## src/rtl/sdram_seq_pkg.sv

```systemverilog
package sdram_seq_pkg;

    typedef enum logic [3:0] {
        CMD_MRS = 4'b0000,
        CMD_REF = 4'b0001,
        CMD_PRE = 4'b0010,
        CMD_ACT = 4'b0011,
        CMD_NOP = 4'b0111
    } sd_cmd_e;

    typedef enum logic [1:0] {ST_IDLE, ST_RUN, ST_PDN} seq_state_e;
    typedef enum logic [1:0] {K_INIT, K_REF, K_ORD, K_OWR} seq_kind_e;
    typedef enum logic [1:0] {PH_PRE, PH_BODY, PH_TAIL} seq_phase_e;

    // request vector bit positions; lower index = higher priority
    localparam int REQ_N    = 6;
    localparam int REQ_INIT = 0;
    localparam int REQ_REF  = 1;
    localparam int REQ_ORD  = 2;
    localparam int REQ_OWR  = 3;
    localparam int REQ_DOWN = 4;
    localparam int REQ_UP   = 5;

endpackage

```

## src/rtl/sdram_req_arb.sv

```systemverilog
module sdram_req_arb
    import sdram_seq_pkg::*;
(
    input  logic [REQ_N-1:0] req,
    input  logic             idle,
    input  logic             pdn,
    output logic [REQ_N-1:0] grant,
    output logic             ignored_in_pdn
);
    logic [REQ_N-1:0] eligible;
    logic             found;

    always_comb begin
        if (pdn) begin
            eligible = req & (REQ_N'(1) << REQ_UP);
        end else if (idle) begin
            eligible = req & ~(REQ_N'(1) << REQ_UP);
        end else begin
            eligible = '0;
        end
        grant = '0;
        found = 1'b0;
        for (int i = 0; i < REQ_N; i++) begin
            if (eligible[i] && !found) begin
                grant[i] = 1'b1;
                found    = 1'b1;
            end
        end
        ignored_in_pdn = pdn && (|(req & ~(REQ_N'(1) << REQ_UP)));
    end

endmodule

```

## src/rtl/sdram_gap_timer.sv

```systemverilog
module sdram_gap_timer #(
    parameter int CNT_W = 4
) (
    input  logic             clk,
    input  logic             rst_n,
    input  logic             load,
    input  logic [CNT_W-1:0] load_val,
    output logic             done
);
    logic [CNT_W-1:0] cnt_d, cnt_q;

    always_comb begin
        cnt_d = cnt_q;
        if (load) begin
            cnt_d = load_val;
        end else if (cnt_q != '0) begin
            cnt_d = cnt_q - 1'b1;
        end
    end

    always_ff @(posedge clk or negedge rst_n) begin
        if (!rst_n) cnt_q <= '0;
        else        cnt_q <= cnt_d;
    end

    assign done = (cnt_q == '0);

    // a running gap counts down by exactly one per cycle
    a_r5_gap_countdown: assert property (@(posedge clk) disable iff (!rst_n)
        (cnt_q != '0 && !load) |=> (cnt_q == $past(cnt_q) - 1'b1));

endmodule

```

## src/rtl/sdram_seq_ctrl.sv

```systemverilog
module sdram_seq_ctrl
    import sdram_seq_pkg::*;
#(
    parameter int PARAM_W   = 32,
    parameter int ROW_W     = 12,
    parameter int COL_W     = 10,
    parameter int BANKS     = 4,
    parameter int AP_BIT    = 10,
    parameter int N_INITREF = 2,
    parameter int N_BURST   = 8,
    parameter int T_RP      = 2,
    parameter int T_RFC     = 7,
    parameter int T_MRD     = 2,
    parameter int T_RCD     = 3,
    localparam int BA_W     = $clog2(BANKS)
) (
    input  logic               clk,
    input  logic               rst_n,
    input  logic               cmd_init,
    input  logic               cmd_refresh,
    input  logic               cmd_open_rd,
    input  logic               cmd_open_wr,
    input  logic               cmd_pwr_down,
    input  logic               cmd_pwr_up,
    input  logic [PARAM_W-1:0] param_word,
    input  logic [ROW_W-1:0]   mode_cfg,
    output logic               sd_cs_n,
    output logic               sd_ras_n,
    output logic               sd_cas_n,
    output logic               sd_we_n,
    output logic [ROW_W-1:0]   sd_addr,
    output logic [BA_W-1:0]    sd_ba,
    output logic               sd_cke,
    output logic               busy,
    output logic               pd_err,
    output logic               rd_open,
    output logic               wr_open
);
    localparam int T_A   = (T_RP  > T_RFC) ? T_RP  : T_RFC;
    localparam int T_B   = (T_MRD > T_RCD) ? T_MRD : T_RCD;
    localparam int T_MAX = (T_A > T_B) ? T_A : T_B;
    localparam int CNT_W = (T_MAX > 1) ? $clog2(T_MAX) : 1;
    localparam int R_A   = (N_BURST > N_INITREF) ? N_BURST : N_INITREF;
    localparam int R_MAX = (R_A > BANKS) ? R_A : BANKS;
    localparam int REP_W = $clog2(R_MAX + 1);
    localparam int ROW_LO = COL_W + BA_W;

    typedef struct packed {
        seq_state_e           state;
        seq_kind_e            kind;
        seq_phase_e           phase;
        logic [REP_W-1:0]     rep;
        logic [ROW_W-1:0]     row;
        sd_cmd_e              cmd;
        logic [ROW_W-1:0]     addr;
        logic [BA_W-1:0]      ba;
        logic                 cke;
        logic                 busy;
        logic                 err;
        logic                 rd_open;
        logic                 wr_open;
    } seq_regs_t;

    seq_regs_t s_d, s_q;

    logic [REQ_N-1:0] req, grant;
    logic             arb_err, tmr_load, tmr_done;
    logic [CNT_W-1:0] tmr_val;
    logic [REP_W-1:0] body_len;

    assign req = {cmd_pwr_up, cmd_pwr_down, cmd_open_wr, cmd_open_rd, cmd_refresh, cmd_init};

    sdram_req_arb u_arb (
        .req            (req),
        .idle           (s_q.state == ST_IDLE),
        .pdn            (s_q.state == ST_PDN),
        .grant          (grant),
        .ignored_in_pdn (arb_err)
    );

    sdram_gap_timer #(.CNT_W(CNT_W)) u_timer (
        .clk      (clk),
        .rst_n    (rst_n),
        .load     (tmr_load),
        .load_val (tmr_val),
        .done     (tmr_done)
    );

    always_comb begin
        case (s_q.kind)
            K_INIT:  body_len = REP_W'(N_INITREF);
            K_REF:   body_len = REP_W'(N_BURST);
            default: body_len = REP_W'(BANKS);
        endcase
    end

    always_comb begin
        s_d      = s_q;
        s_d.cmd  = CMD_NOP;
        s_d.addr = '0;
        s_d.ba   = '0;
        s_d.err  = arb_err;
        tmr_load = 1'b0;
        tmr_val  = '0;
        case (s_q.state)
            ST_IDLE: begin
                if (|grant[REQ_OWR:REQ_INIT]) begin
                    s_d.state   = ST_RUN;
                    s_d.phase   = PH_PRE;
                    s_d.rep     = '0;
                    s_d.row     = param_word[ROW_LO +: ROW_W];
                    s_d.cmd     = CMD_PRE;
                    s_d.addr    = ROW_W'(1) << AP_BIT;
                    s_d.busy    = 1'b1;
                    s_d.rd_open = 1'b0;
                    s_d.wr_open = 1'b0;
                    tmr_load    = 1'b1;
                    tmr_val     = CNT_W'(T_RP - 1);
                    if (grant[REQ_INIT])     s_d.kind = K_INIT;
                    else if (grant[REQ_REF]) s_d.kind = K_REF;
                    else if (grant[REQ_ORD]) s_d.kind = K_ORD;
                    else                     s_d.kind = K_OWR;
                end else if (grant[REQ_DOWN]) begin
                    s_d.state   = ST_PDN;
                    s_d.cke     = 1'b0;
                    s_d.rd_open = 1'b0;
                    s_d.wr_open = 1'b0;
                end
            end
            ST_PDN: begin
                if (grant[REQ_UP]) begin
                    s_d.state = ST_IDLE;
                    s_d.cke   = 1'b1;
                end
            end
            default: begin
                if (tmr_done) begin
                    if (s_q.phase == PH_PRE || (s_q.phase == PH_BODY && s_q.rep < body_len)) begin
                        s_d.phase = PH_BODY;
                        s_d.rep   = s_q.rep + 1'b1;
                        tmr_load  = 1'b1;
                        if (s_q.kind == K_ORD || s_q.kind == K_OWR) begin
                            s_d.cmd  = CMD_ACT;
                            s_d.addr = s_q.row;
                            s_d.ba   = BA_W'(s_q.rep);
                            tmr_val  = CNT_W'(T_RCD - 1);
                        end else begin
                            s_d.cmd  = CMD_REF;
                            tmr_val  = CNT_W'(T_RFC - 1);
                        end
                    end else if (s_q.phase == PH_BODY && s_q.kind == K_INIT) begin
                        s_d.phase = PH_TAIL;
                        s_d.cmd   = CMD_MRS;
                        s_d.addr  = mode_cfg;
                        tmr_load  = 1'b1;
                        tmr_val   = CNT_W'(T_MRD - 1);
                    end else begin
                        s_d.state   = ST_IDLE;
                        s_d.busy    = 1'b0;
                        s_d.rd_open = (s_q.kind == K_ORD);
                        s_d.wr_open = (s_q.kind == K_OWR);
                    end
                end
            end
        endcase
    end

    always_ff @(posedge clk or negedge rst_n) begin
        if (!rst_n) begin
            s_q       <= '0;
            s_q.state <= ST_IDLE;
            s_q.kind  <= K_INIT;
            s_q.phase <= PH_PRE;
            s_q.cmd   <= CMD_NOP;
            s_q.cke   <= 1'b1;
        end else begin
            s_q <= s_d;
        end
    end

    assign {sd_cs_n, sd_ras_n, sd_cas_n, sd_we_n} = s_q.cmd;
    assign sd_addr = s_q.addr;
    assign sd_ba   = s_q.ba;
    assign sd_cke  = s_q.cke;
    assign busy    = s_q.busy;
    assign pd_err  = s_q.err;
    assign rd_open = s_q.rd_open;
    assign wr_open = s_q.wr_open;

    // outside a sequence the command pins carry NOP
    a_r1_idle_nop: assert property (@(posedge clk) disable iff (!rst_n)
        !busy |-> ({sd_cs_n, sd_ras_n, sd_cas_n, sd_we_n} == CMD_NOP));

    // every sequence opens with a precharge-all
    a_r4_start_precharge: assert property (@(posedge clk) disable iff (!rst_n)
        $rose(busy) |-> ({sd_cs_n, sd_ras_n, sd_cas_n, sd_we_n} == CMD_PRE && sd_addr[AP_BIT]));

    // clock enable low means no sequence and no command
    a_r8_pdn_quiet: assert property (@(posedge clk) disable iff (!rst_n)
        !sd_cke |-> (!busy && {sd_cs_n, sd_ras_n, sd_cas_n, sd_we_n} == CMD_NOP));

    // an error pulse follows a cycle spent in power-down
    a_r9_err_after_pdn: assert property (@(posedge clk) disable iff (!rst_n)
        pd_err |-> $past(!sd_cke));

    // open flags exclusive and only outside sequences
    a_r7_flags_idle: assert property (@(posedge clk) disable iff (!rst_n)
        (rd_open || wr_open) |-> (!busy && !(rd_open && wr_open)));

endmodule

```

## config.mk

```make
export PLATFORM = sky130hd
export DESIGN_NAME = sdram_seq_ctrl
export DESIGN_NICKNAME = d
export VERILOG_FILES = /design/src/rtl/sdram_seq_pkg.sv /design/src/rtl/sdram_req_arb.sv /design/src/rtl/sdram_gap_timer.sv /design/src/rtl/sdram_seq_ctrl.sv
export SDC_FILE = /design/constraint.sdc
export NUM_CORES = 1
export LEC_CHECK = 0
export BUFFER_PORTS_ARGS = -buffer_cell sky130_fd_sc_hd__buf_2
export CAP_MARGIN = 20
export CORE_ASPECT_RATIO = 1.4
export CORE_MARGIN = 8
export CORE_UTILIZATION = 53
export DETAILED_ROUTE_END_ITERATION = 8
export HOLD_SLACK_MARGIN = 0.05
export PLACE_DENSITY = 0.95
export SLEW_MARGIN = 10
export SYNTH_ARGS = -nofsm -noshare
export SYNTH_HDL_FRONTEND = slang
export SYNTH_SLANG_ARGS = --single-unit
```

## constraint.sdc

```tcl
create_clock -name clk -period 6.4 [get_ports clk]
set_clock_uncertainty 0.2 [all_clocks]
set_input_delay 0.32 -clock clk [delete_from_list [all_inputs] [get_ports clk]]
set_output_delay 0.32 -clock clk [all_outputs]
set_load 0.01 [all_outputs]
```

==> results of run 1 <==
-- through the flow --
stage               hold WS [ns]  total power, mW
finish                   0.06636            1.161
floorplan                -0.1756           0.7924
detailed placement        0.2580           0.8925
global placement          0.2537           0.8679
CTS                      0.05009            1.163
global route             0.05842            1.243
-- cells by family (layout without fill, tap and decap cells) --
family | Yosys count | count (layout)
xor+xnor | 2 | 2
fa+ha+maj | 5 | 5
compound gates | 39 | 39
flops | 47 | 47
buf+inv | 26 | 92
simple gates | 84 | 84
mux | 4 | 4
other cells | 1 | 1
-- worst max-delay path: cells and delay by family (launching register included) --
family	cells	cell delay (ns)
AO/OA/AOI/OAI	3	0.77
AND/OR/NAND/NOR	2	0.66
flip-flops	1	0.49
adder cells (fa/ha/maj)	1	0.35
buffers and inverters	1	0.25
-- placed cells by master, fill, tap and decap left out, types with 2 or more instances in the layout --
master / count
dfstp_2: 4
dfrtp_1: 43
o31ai_1: 2
buf_2: 53
nor3_1: 2
a22o_1: 13
nand2_1: 51
clkbuf_8: 5
and3_1: 3
a21oi_1: 4
nor2b_1: 3
nor2_1: 8
mux2i_1: 4
bufinv_16: 2
dlygate4sd3_1: 24
inv_1: 5
nand2b_1: 3
o21a_1: 2
ha_1: 5
nand3_1: 2
nand3b_1: 2
o21ai_0: 6
-- cell type report --
type,count,area share
tap,43,0.01943
sequential,47,0.4266
timing repair buffer,79,0.1925
clock buffer,6,0.02621
inverter,5,0.006778
multi-input combinational,135,0.3068
clock inverter,2,0.02169
-- report_power, final --
group / internal, mW / switching [mW] / total, mW
clock: 0.156 / 0.0961 / 0.252
combinational: 0.183 / 0.236 / 0.420
sequential: 0.407 / 0.0825 / 0.489
-- registers in the layout, summed over array words and instances, names as in the netlist --
| signal | cells |
|---|---|
| rd_open | 1 |
| sd_ras_n | 1 |
| u_timer.cnt_q | 3 |
| sd_cas_n | 1 |
| s_q | 22 |
| pd_err | 1 |
| busy | 1 |
| wr_open | 1 |
| sd_cke | 1 |
| sd_addr | 12 |
| sd_we_n | 1 |
| sd_ba | 2 |
-- how the worst max path moves through the flow --
stage	from	endpoint	slack [ns]	cells after the start
final	s_q[42]$_DFFE_PN0P_	sd_addr[0]$_DFF_PN0_	3.61	7
after global routing	s_q[42]$_DFFE_PN0P_	sd_addr[0]$_DFF_PN0_	3.47	7
after floorplan	s_q[42]$_DFFE_PN0P_	sd_addr[0]$_DFF_PN0_	4.21	8
after global placement	s_q[42]$_DFFE_PN0P_	sd_addr[10]$_DFF_PN0_	3.75	7
after CTS	s_q[42]$_DFFE_PN0P_	sd_addr[0]$_DFF_PN0_	3.63	7
after detailed placement	s_q[42]$_DFFE_PN0P_	sd_addr[10]$_DFF_PN0_	3.69	7
-- per-layer routing --
metal | share of wire | routed length [µm] | vias to the layer above
met5 | 0 | 0 | -
li1 | - | - | 829
met2 | 0.51 | 2627 | 55
met4 | 0.035 | 182 | 0
met1 | 0.39 | 2011 | 807
met3 | 0.060 | 307 | 15
==> results_dict.tcl, run 1 <==
set metrics [dict create \
    drc_errors 0 \
    slowest_delay_ns 0.56 \
    pre_cts_ws_ns 3.695 \
    final_hold_viol_count 0 \
    syn_area_mm2 0.002198 \
    hp-class "in2reg" \
    clock_sinks 47 \
    synth_compound_area_frac 0.1491 \
    use_met2 0.2612 \
    status "completed" \
    worst-r2r-setup-slack_ns 3.61 \
    placedInstanceArea_mm2 0.002376 \
    critPathKind "reg2reg" \
    holdCritStartpoint "mode_cfg[5]" \
    ir_drop_mv 0.2665 \
    grt_pass1_vias 1781 \
    grt-busiest-layer "met2" \
    die_height_um 92.21 \
    insertion_delay_ns 0.31 \
    grt_usage 0.1619 \
    synth.most_common_cell "nand2_1" \
    antennaDiodeCount 0 \
    clock_tree.buffer_depth 2 \
    core_region_area_mm2 0.003953 \
    ys_seq_elements 47 \
    start_kind "flop" \
    port_buffers 53 \
    multi_input_area_um2 849.6 \
    power_leakage_nw 1.416 \
    hold_buffers 23 \
    synth-simple-area-share 0.1810 \
    cts.reportedPaths.clkPinSlew_ns 0.08 \
    vias 1706 \
    drt_iter0_drc 63 \
    final_area_mm2 0.002769 \
    dr.pass1.iters 4 \
    rows 27 \
    setup_viol 0 \
    htree_levels 2 \
    placedCellCount 284 \
    tightest_slew_ns 0.7532 \
    synth_edf_count 0 \
    ios 75 \
    dieWidth_um 70.43 \
    wire_per_inst_um 16.18 \
    synthFlopType "dfrtp_1" \
    regArea_mm2 0.001181 \
    grt_use_met3 0.05178 \
    antenna_found_initial 0 \
    met1_usage 0.1798 \
    synth.distinct_cells 47 \
    rr_endpoint "sd_addr[0]$_DFF_PN0_" \
    layout.nets 330 \
    period_needed_ns 2.788 \
    synth_top_family_by_area "simple AND/OR/NAND/NOR gates" \
    seq_area_frac_synth 0.5373 \
    gp_congestion 0.7924 \
    rsz0062_at_grt "false" \
    syn_inst 208 \
    grt.overflow.total 0 \
    setup_tns_ns 0 \
    synthTopCellsByCount "nand2_1 (51), dfrtp_1 (43), buf_4 (16)" \
    synthAdderAreaFrac 0.02846 \
    fin_util 0.7005 \
    vias_per_cell 5.382 \
    syn_nets 265 \
    finalCritPeriodShare 0.4357 \
    async_flop_share 1.000 \
    regToRegStartpoint "s_q[42]$_DFFE_PN0P_" \
    cts_tree "built" \
    synthMuxAreaShare 0.01821 \
    crit_arrival_ns 2.83 \
    path_max_fanout 12 \
    drive_gt1_frac 0.2664 \
    post_cts_resized 0 \
    min_delay_worst_endpoint "sd_addr[5]$_DFF_PN0_" \
    fillers 286 \
    wl_um 5128 \
    synth_area_leaders "dfrtp_1 (49%), nand2_1 (8.7%), buf_4 (5.5%), a22o_1 (5.2%), dfstp_2 (4.8%)" \
    grt_max_degree 48 \
    fmax_mhz 358.6 \
    syn_area_per_cell_um2 10.57 \
    worst_ep_required_time_ns 6.44 \
    die_area_mm2 0.006494 \
    synth_area_leader_cell "dfrtp_1" \
    post-cts-setup-buffers 0 \
    yosysWarnings 0 \
    cap_viol_max_count 0 \
    slew_violations 0 \
    rr_worst_depth 7 \
    crit_chain "inv_1 -> nand2_1 -> ha_1 -> a21oi_1 -> a21boi_1 -> nor3_2 -> a22o_1" \
    end_kind "flop" \
    power_per_cell_area_mw_per_mm2 419.4 \
    cts_made_buffers 5 \
    dp_hpwl_um 3395 \
    ant_nets 0 \
    stdcell_count 317 \
    yosysTopAreaCellShare 0.4895 \
    area_growth_pct 25.95 \
    relSlewSlack 0.4967 \
    cts_root_buf "clkbuf_8" \
    synth_xor_area_frac 0.007968 \
    fin_ws_ns 3.612 \
    worst_path_max_delay_cell "nor3_2" \
    grt_first_pass_wirelength_um 8383 \
    hold_depth 2 \
    start_util 0.5562 \
]
Power figures use the tool's default switching activity.
==> inputs of run 2 (changes only) <==
- CORE_UTILIZATION: 53 -> 45
- PLACE_DENSITY: 0.95 -> 0.87
- clock period: 6.4 -> 2.5 ns (I/O delays scaled with it)
==> run 2 against run 1 <==
Worst hold slack improved by 0.033 ns. Critical path depth unchanged. Register-to-register slack got worse by 3.4 ns. Non-clock buffer count is 16 higher. Count of clock-buffer cells in the layout is the same. Clock power increased to 2.6 times the previous value. Largest power group unchanged. Utilization is 8.5 points lower. Die area increased by 14%. Flip-flop and latch count unchanged. Final cell count grew 12%. Setup slack got worse by 3.4 ns. Critical endpoint is now s_q[41]$_DFFE_PN0P_.
==> results_dict.tcl, run 2 (synthesis gave the netlist of run 1 again) <==
set metrics [dict create \
    finalCritPeriodShare 0.9281 \
    clock_tree.buffer_depth 2 \
    area_growth_pct 33.41 \
    htree_levels 2 \
    status "completed" \
    cts.reportedPaths.clkPinSlew_ns 0.08 \
    clock_sinks 47 \
    total_power_mw 3.064 \
    post-cts-setup-buffers 0 \
    largest_reg_flops 22 \
    worst-r2r-setup-slack_ns 0.25 \
    path_max_fanout 8 \
    grt_pass1_vias 1934 \
    seqPwrFrac 0.398 \
    combPwrFrac 0.392 \
    ios 75 \
    ir_drop_mv 0.5216 \
    start_kind "input pin" \
    vias_per_cell 5.034 \
    grt_max_degree 48 \
    post_cts_resized 0 \
    power.share.clock 0.210 \
    whs_ns 0.09971 \
    final_common_cell "buf_2" \
    tightest_slew_ns 0.9179 \
    switching_share 0.3514 \
    setup_viol 0 \
    insertion_delay_ns 0.30 \
    critical_path.endpoint "s_q[41]$_DFFE_PN0P_" \
    p_sw_mw 1.077 \
    dieWidth_um 75.07 \
    core_region_area_mm2 0.004767 \
    cts_made_buffers 5 \
    rr_worst_depth 8 \
    grt_first_pass_wirelength_um 9045 \
    vias 1787 \
    rr_endpoint "sd_addr[8]$_DFF_PN0_" \
    slew_violations 0 \
    cts_root_buf "clkbuf_8" \
    drive_gt1_frac 0.2793 \
    rsz0062_at_grt "false" \
    crit_path_start "cmd_refresh" \
    die_height_um 98.70 \
    p_int_mw 1.987 \
    worst_ep_required_time_ns 2.54 \
    layout.nets 346 \
    antenna_found_initial 1 \
    final_cell_mix "buf_2 (53), nand2_1 (51), dfrtp_1 (43)" \
    regToRegStartpoint "s_q[42]$_DFFE_PN0P_" \
    wl_um 5485 \
    gp_congestion 0.9327 \
    drt_iter0_drc 109 \
    cap_viol_max_count 0 \
    dp_hpwl_um 3598 \
    crit_arrival_ns 2.36 \
    start_util 0.4612 \
    wire_per_inst_um 15.45 \
    critPathKind "in2reg" \
    period_needed_ns 2.320 \
    drc_errors 0 \
    hp-class "in2reg" \
    top_register "s_q" \
    rows 30 \
    die_area_mm2 0.007409 \
    ant_nets 0 \
    power_per_cell_area_mw_per_mm2 1045 \
    hold_buffers 33 \
    cts_tree "built" \
    setup_tns_ns 0 \
    port_buffers 53 \
    grt.overflow.total 0 \
    dr.pass1.iters 4 \
    final_hold_viol_count 0 \
    power_leakage_nw 1.489 \
    end_kind "flop" \
    relSlewSlack 0.3847 \
    fmax_mhz 431.0 \
    grt_usage 0.1605 \
    fin_util 0.6152 \
]
run 2: cell count changes in the layout (fill, tap and decap cells not counted), sizes merged:
cell / previous run / this run
diode: 0 / 1
buf: 55 / 62
dlygate4sd3: 24 / 33
run 2: layout make-up:
type                       count  area, µm²
antenna                        1      2.502
sequential                    47       1181
clock inverter                 2      60.06
tap                           64      80.08
multi-input combinational    135      854.6
fill                         381       1834
inverter                       5      18.77
timing repair buffer          95      663.1
clock buffer                   6      72.57
run 2: how the worst min path moves through the flow:
| stage | startpoint | end | slack, ns | depth (start not counted) |
|---|---|---|---|---|
| 2_1_floorplan | rst_n | busy$_DFFE_PN0P_ | -0.37 | 0 |
| 3_3_place_gp | rst_n | u_timer.cnt_q[0]$_DFFE_PN0P_ | 0.04 | 2 |
| 3_5_place_dp | rst_n | u_timer.cnt_q[1]$_DFFE_PN0P_ | 0.05 | 2 |
| 4_1_cts | cmd_open_rd | pd_err$_DFF_PN0_ | 0.08 | 4 |
| 5_1_grt | cmd_open_rd | pd_err$_DFF_PN0_ | 0.14 | 4 |
| 6_report | cmd_open_rd | pd_err$_DFF_PN0_ | 0.1 | 4 |
run 2: through the flow:
stage | setup WS [ns] | cells | instance area, µm²
2_1_floorplan | 0.3135 | 208 | 2198
3_3_place_gp | 0.3295 | 313 | 2467
3_5_place_dp | 0.2809 | 313 | 2467
4_1_cts | 0.2135 | 354 | 2930
5_1_grt | 0.08125 | 355 | 2933
6_report | 0.1796 | 355 | 2933
run 2: worst max-delay path, stage by stage:
cell and delay (ns):
dlygate4sd3_1 0.53, buf_2 0.14, or4_1 0.58, nand2_1 0.25, nand2_1 0.09, o31ai_1 0.06
dlygate4sd3_1 0.59
run 2: per-layer routing:
metal / part of all wire / vias up / track usage
li1: - / 857 / -
met1: 0.39 / 849 / 0.1809
met2: 0.51 / 64 / 0.2610
met3: 0.058 / 17 / 0.04167
met4: 0.041 / 0 / 0.09091
met5: 0 / - / 0
run 2: power by group through the flow:
stage	clock network [mW]	logic [mW]	registers [mW]
2_1_floorplan	0	0.807	1.22
3_3_place_gp	0	1.08	1.21
3_5_place_dp	0	1.13	1.23
4_1_cts	0.654	1.20	1.21
5_1_grt	0.694	1.33	1.25
6_report	0.644	1.20	1.22
==> inputs of run 3 (changes only) <==
- CELL_PAD_IN_SITES_DETAIL_PLACEMENT: default -> 1
- CELL_PAD_IN_SITES_GLOBAL_PLACEMENT: default -> 1
- CORE_UTILIZATION: 45 -> 34
- PLACE_DENSITY: 0.87 -> 0.85
==> run 3 against run 2 <==
Final area up 0.21%. Sequential share of layout area is 0.086 points lower. Fmax is 1.5% higher. Count of clock-buffer cells in the layout is 1 lower. Setup slack gained 0.035 ns. Combinational power increased by 4%. Clock power is 11% lower. Non-clock buffer count increased by 1. Utilization fell by 15 points. First-iteration DRC count decreased by 50%. Critical path type is now reg2reg.
==> results_dict.tcl, run 3 (synthesis gave the netlist of run 1 again) <==
set metrics [dict create \
    wire_per_inst_um 17.70 \
    period_needed_ns 2.285 \
    antenna_found_initial 1 \
    grt_first_pass_wirelength_um 10510 \
    final_cell_mix "buf_2 (53), nand2_1 (51), dfrtp_1 (43)" \
    pre_cts_ws_ns 0.02129 \
    total_power_mw 3.046 \
    drt_iter0_drc 55 \
    gp_congestion 0.8863 \
    htree_levels 2 \
    ios 75 \
    port_buffers 53 \
    rr_endpoint "sd_addr[9]$_DFF_PN0_" \
    hp-class "in2async" \
    relSlewSlack 0.3223 \
    cts_tree "built" \
    cts_made_buffers 5 \
    slew_violations 0 \
    switching_share 0.3775 \
    clock_sinks 47 \
    grt_max_degree 28 \
    power_per_cell_area_mw_per_mm2 1036 \
    final_common_cell "buf_2" \
    start_kind "flop" \
    power.share.clock 0.188 \
    die_area_mm2 0.009331 \
    stdcell_count 364 \
    die_height_um 111.1 \
    dp_hpwl_um 4327 \
    fmax_mhz 437.6 \
    tightest_slew_ns 1.011 \
    cts_root_buf "clkbuf_8" \
    layout.nets 347 \
    critPathKind "reg2reg" \
    dr.pass1.iters 4 \
    drc_errors 0 \
    multi_input_area_um2 860.8 \
    wl_um 6443 \
    setup_viol 0 \
    insertion_delay_ns 0.30 \
    grt_usage 0.1401 \
    placedInstanceArea_mm2 0.002485 \
    cts.reportedPaths.clkPinSlew_ns 0.10 \
    combPwrFrac 0.410 \
    grt.overflow.total 0 \
    path_max_fanout 12 \
    regArea_mm2 0.001181 \
    start_util 0.3515 \
    worst-r2r-setup-slack_ns 0.21 \
    dieWidth_um 83.96 \
    drive_gt1_frac 0.2852 \
    finalCritPeriodShare 0.9141 \
    setup_tns_ns 0 \
    end_kind "flop" \
    power_leakage_nw 1.484 \
    area_growth_pct 33.69 \
    placedCellCount 322 \
    fillers 697 \
    rr_worst_depth 7 \
    whs_ns 0.09113 \
    final_hold_viol_count 0 \
    core_region_area_mm2 0.006254 \
    ant_nets 0 \
    vias_per_cell 4.953 \
    fin_util 0.4700 \
    clock_tree.buffer_depth 2 \
    rsz0062_at_grt "false" \
    p_int_mw 1.896 \
    crit_arrival_ns 2.33 \
    top_register "s_q" \
    vias 1803 \
    p_sw_mw 1.150 \
    largest_reg_flops 22 \
    fin_ws_ns 0.2148 \
    cap_viol_max_count 0 \
    regToRegStartpoint "s_q[42]$_DFFE_PN0P_" \
    final_area_mm2 0.002939 \
    status "completed" \
    ir_drop_mv 0.4215 \
    rows 34 \
    seqPwrFrac 0.402 \
    grt_pass1_vias 2046 \
    worst_ep_required_time_ns 2.54 \
]
-- run 3: cell count changes in the layout (fill, tap and decap cells not counted) --
cell / previous run / this run
clkinvlp_4: 0 / 1
bufinv_16: 2 / 1
nor3_4: 0 / 1
buf_4: 9 / 10
clkbuf_1: 1 / 0
nor3_2: 2 / 1
inv_6: 0 / 1
-- run 3: what timing repair did --
action / in CTS / in global routing
hold buffers: 33 / 0
resized for setup: 1 / 0
setup endpoints to repair: 3 / 0
buffers inserted: 0 / 0
endpoints found under the hold margin: 51 / 0
-- run 3: per-layer routing --
| layer | track usage | part of all wire | routed length [µm] | up-vias |
|---|---|---|---|---|
| li1 | - | - | - | 861 |
| met1 | 0.1413 | 0.39 | 2510 | 883 |
| met2 | 0.2612 | 0.54 | 3503 | 46 |
| met3 | 0.03088 | 0.037 | 238 | 13 |
| met4 | 0.06590 | 0.030 | 191 | 0 |
| met5 | 0 | 0 | 0 | - |
-- run 3: worst max-delay path by stage --
stage | from | end | depth (start not counted)
after floorplan | s_q[42]$_DFFE_PN0P_ | sd_addr[0]$_DFF_PN0_ | 8
after global placement | s_q[42]$_DFFE_PN0P_ | sd_addr[10]$_DFF_PN0_ | 7
after detailed placement | s_q[42]$_DFFE_PN0P_ | sd_addr[11]$_DFF_PN0_ | 7
after CTS | s_q[42]$_DFFE_PN0P_ | sd_addr[11]$_DFF_PN0_ | 7
after global routing | s_q[42]$_DFFE_PN0P_ | sd_addr[10]$_DFF_PN0_ | 7
final | s_q[42]$_DFFE_PN0P_ | sd_addr[9]$_DFF_PN0_ | 7
-- run 3: cell type report --
cell class | count | share of cell area
inverters | 5 | 0.006386
well taps | 72 | 0.03065
multi-input cells | 135 | 0.2929
clock inverters | 3 | 0.01575
clock buffers | 5 | 0.02341
diodes | 1 | 0.0008514
flip-flops and latches | 47 | 0.4019
repair buffers | 96 | 0.2282
-- run 3: power by group through the flow --
| stage | sequential [mW] | combinational [mW] | clock (mW) |
|---|---|---|---|
| 2_1_floorplan | 1.22 | 0.807 | 0 |
| 3_3_place_gp | 1.22 | 1.12 | 0 |
| 3_5_place_dp | 1.24 | 1.18 | 0 |
| 4_1_cts | 1.22 | 1.25 | 0.590 |
| 5_1_grt | 1.26 | 1.38 | 0.611 |
| 6_report | 1.22 | 1.25 | 0.573 |
-- run 3: critical path, stage by stage, from the launching register on --
cell	delay (ns)
dfrtp_1	0.38
inv_1	0.08
nand2_1	0.06
ha_1	0.35
a21oi_1	0.29
a21boi_1	0.18
nor3_4	0.44
a22o_1	0.24
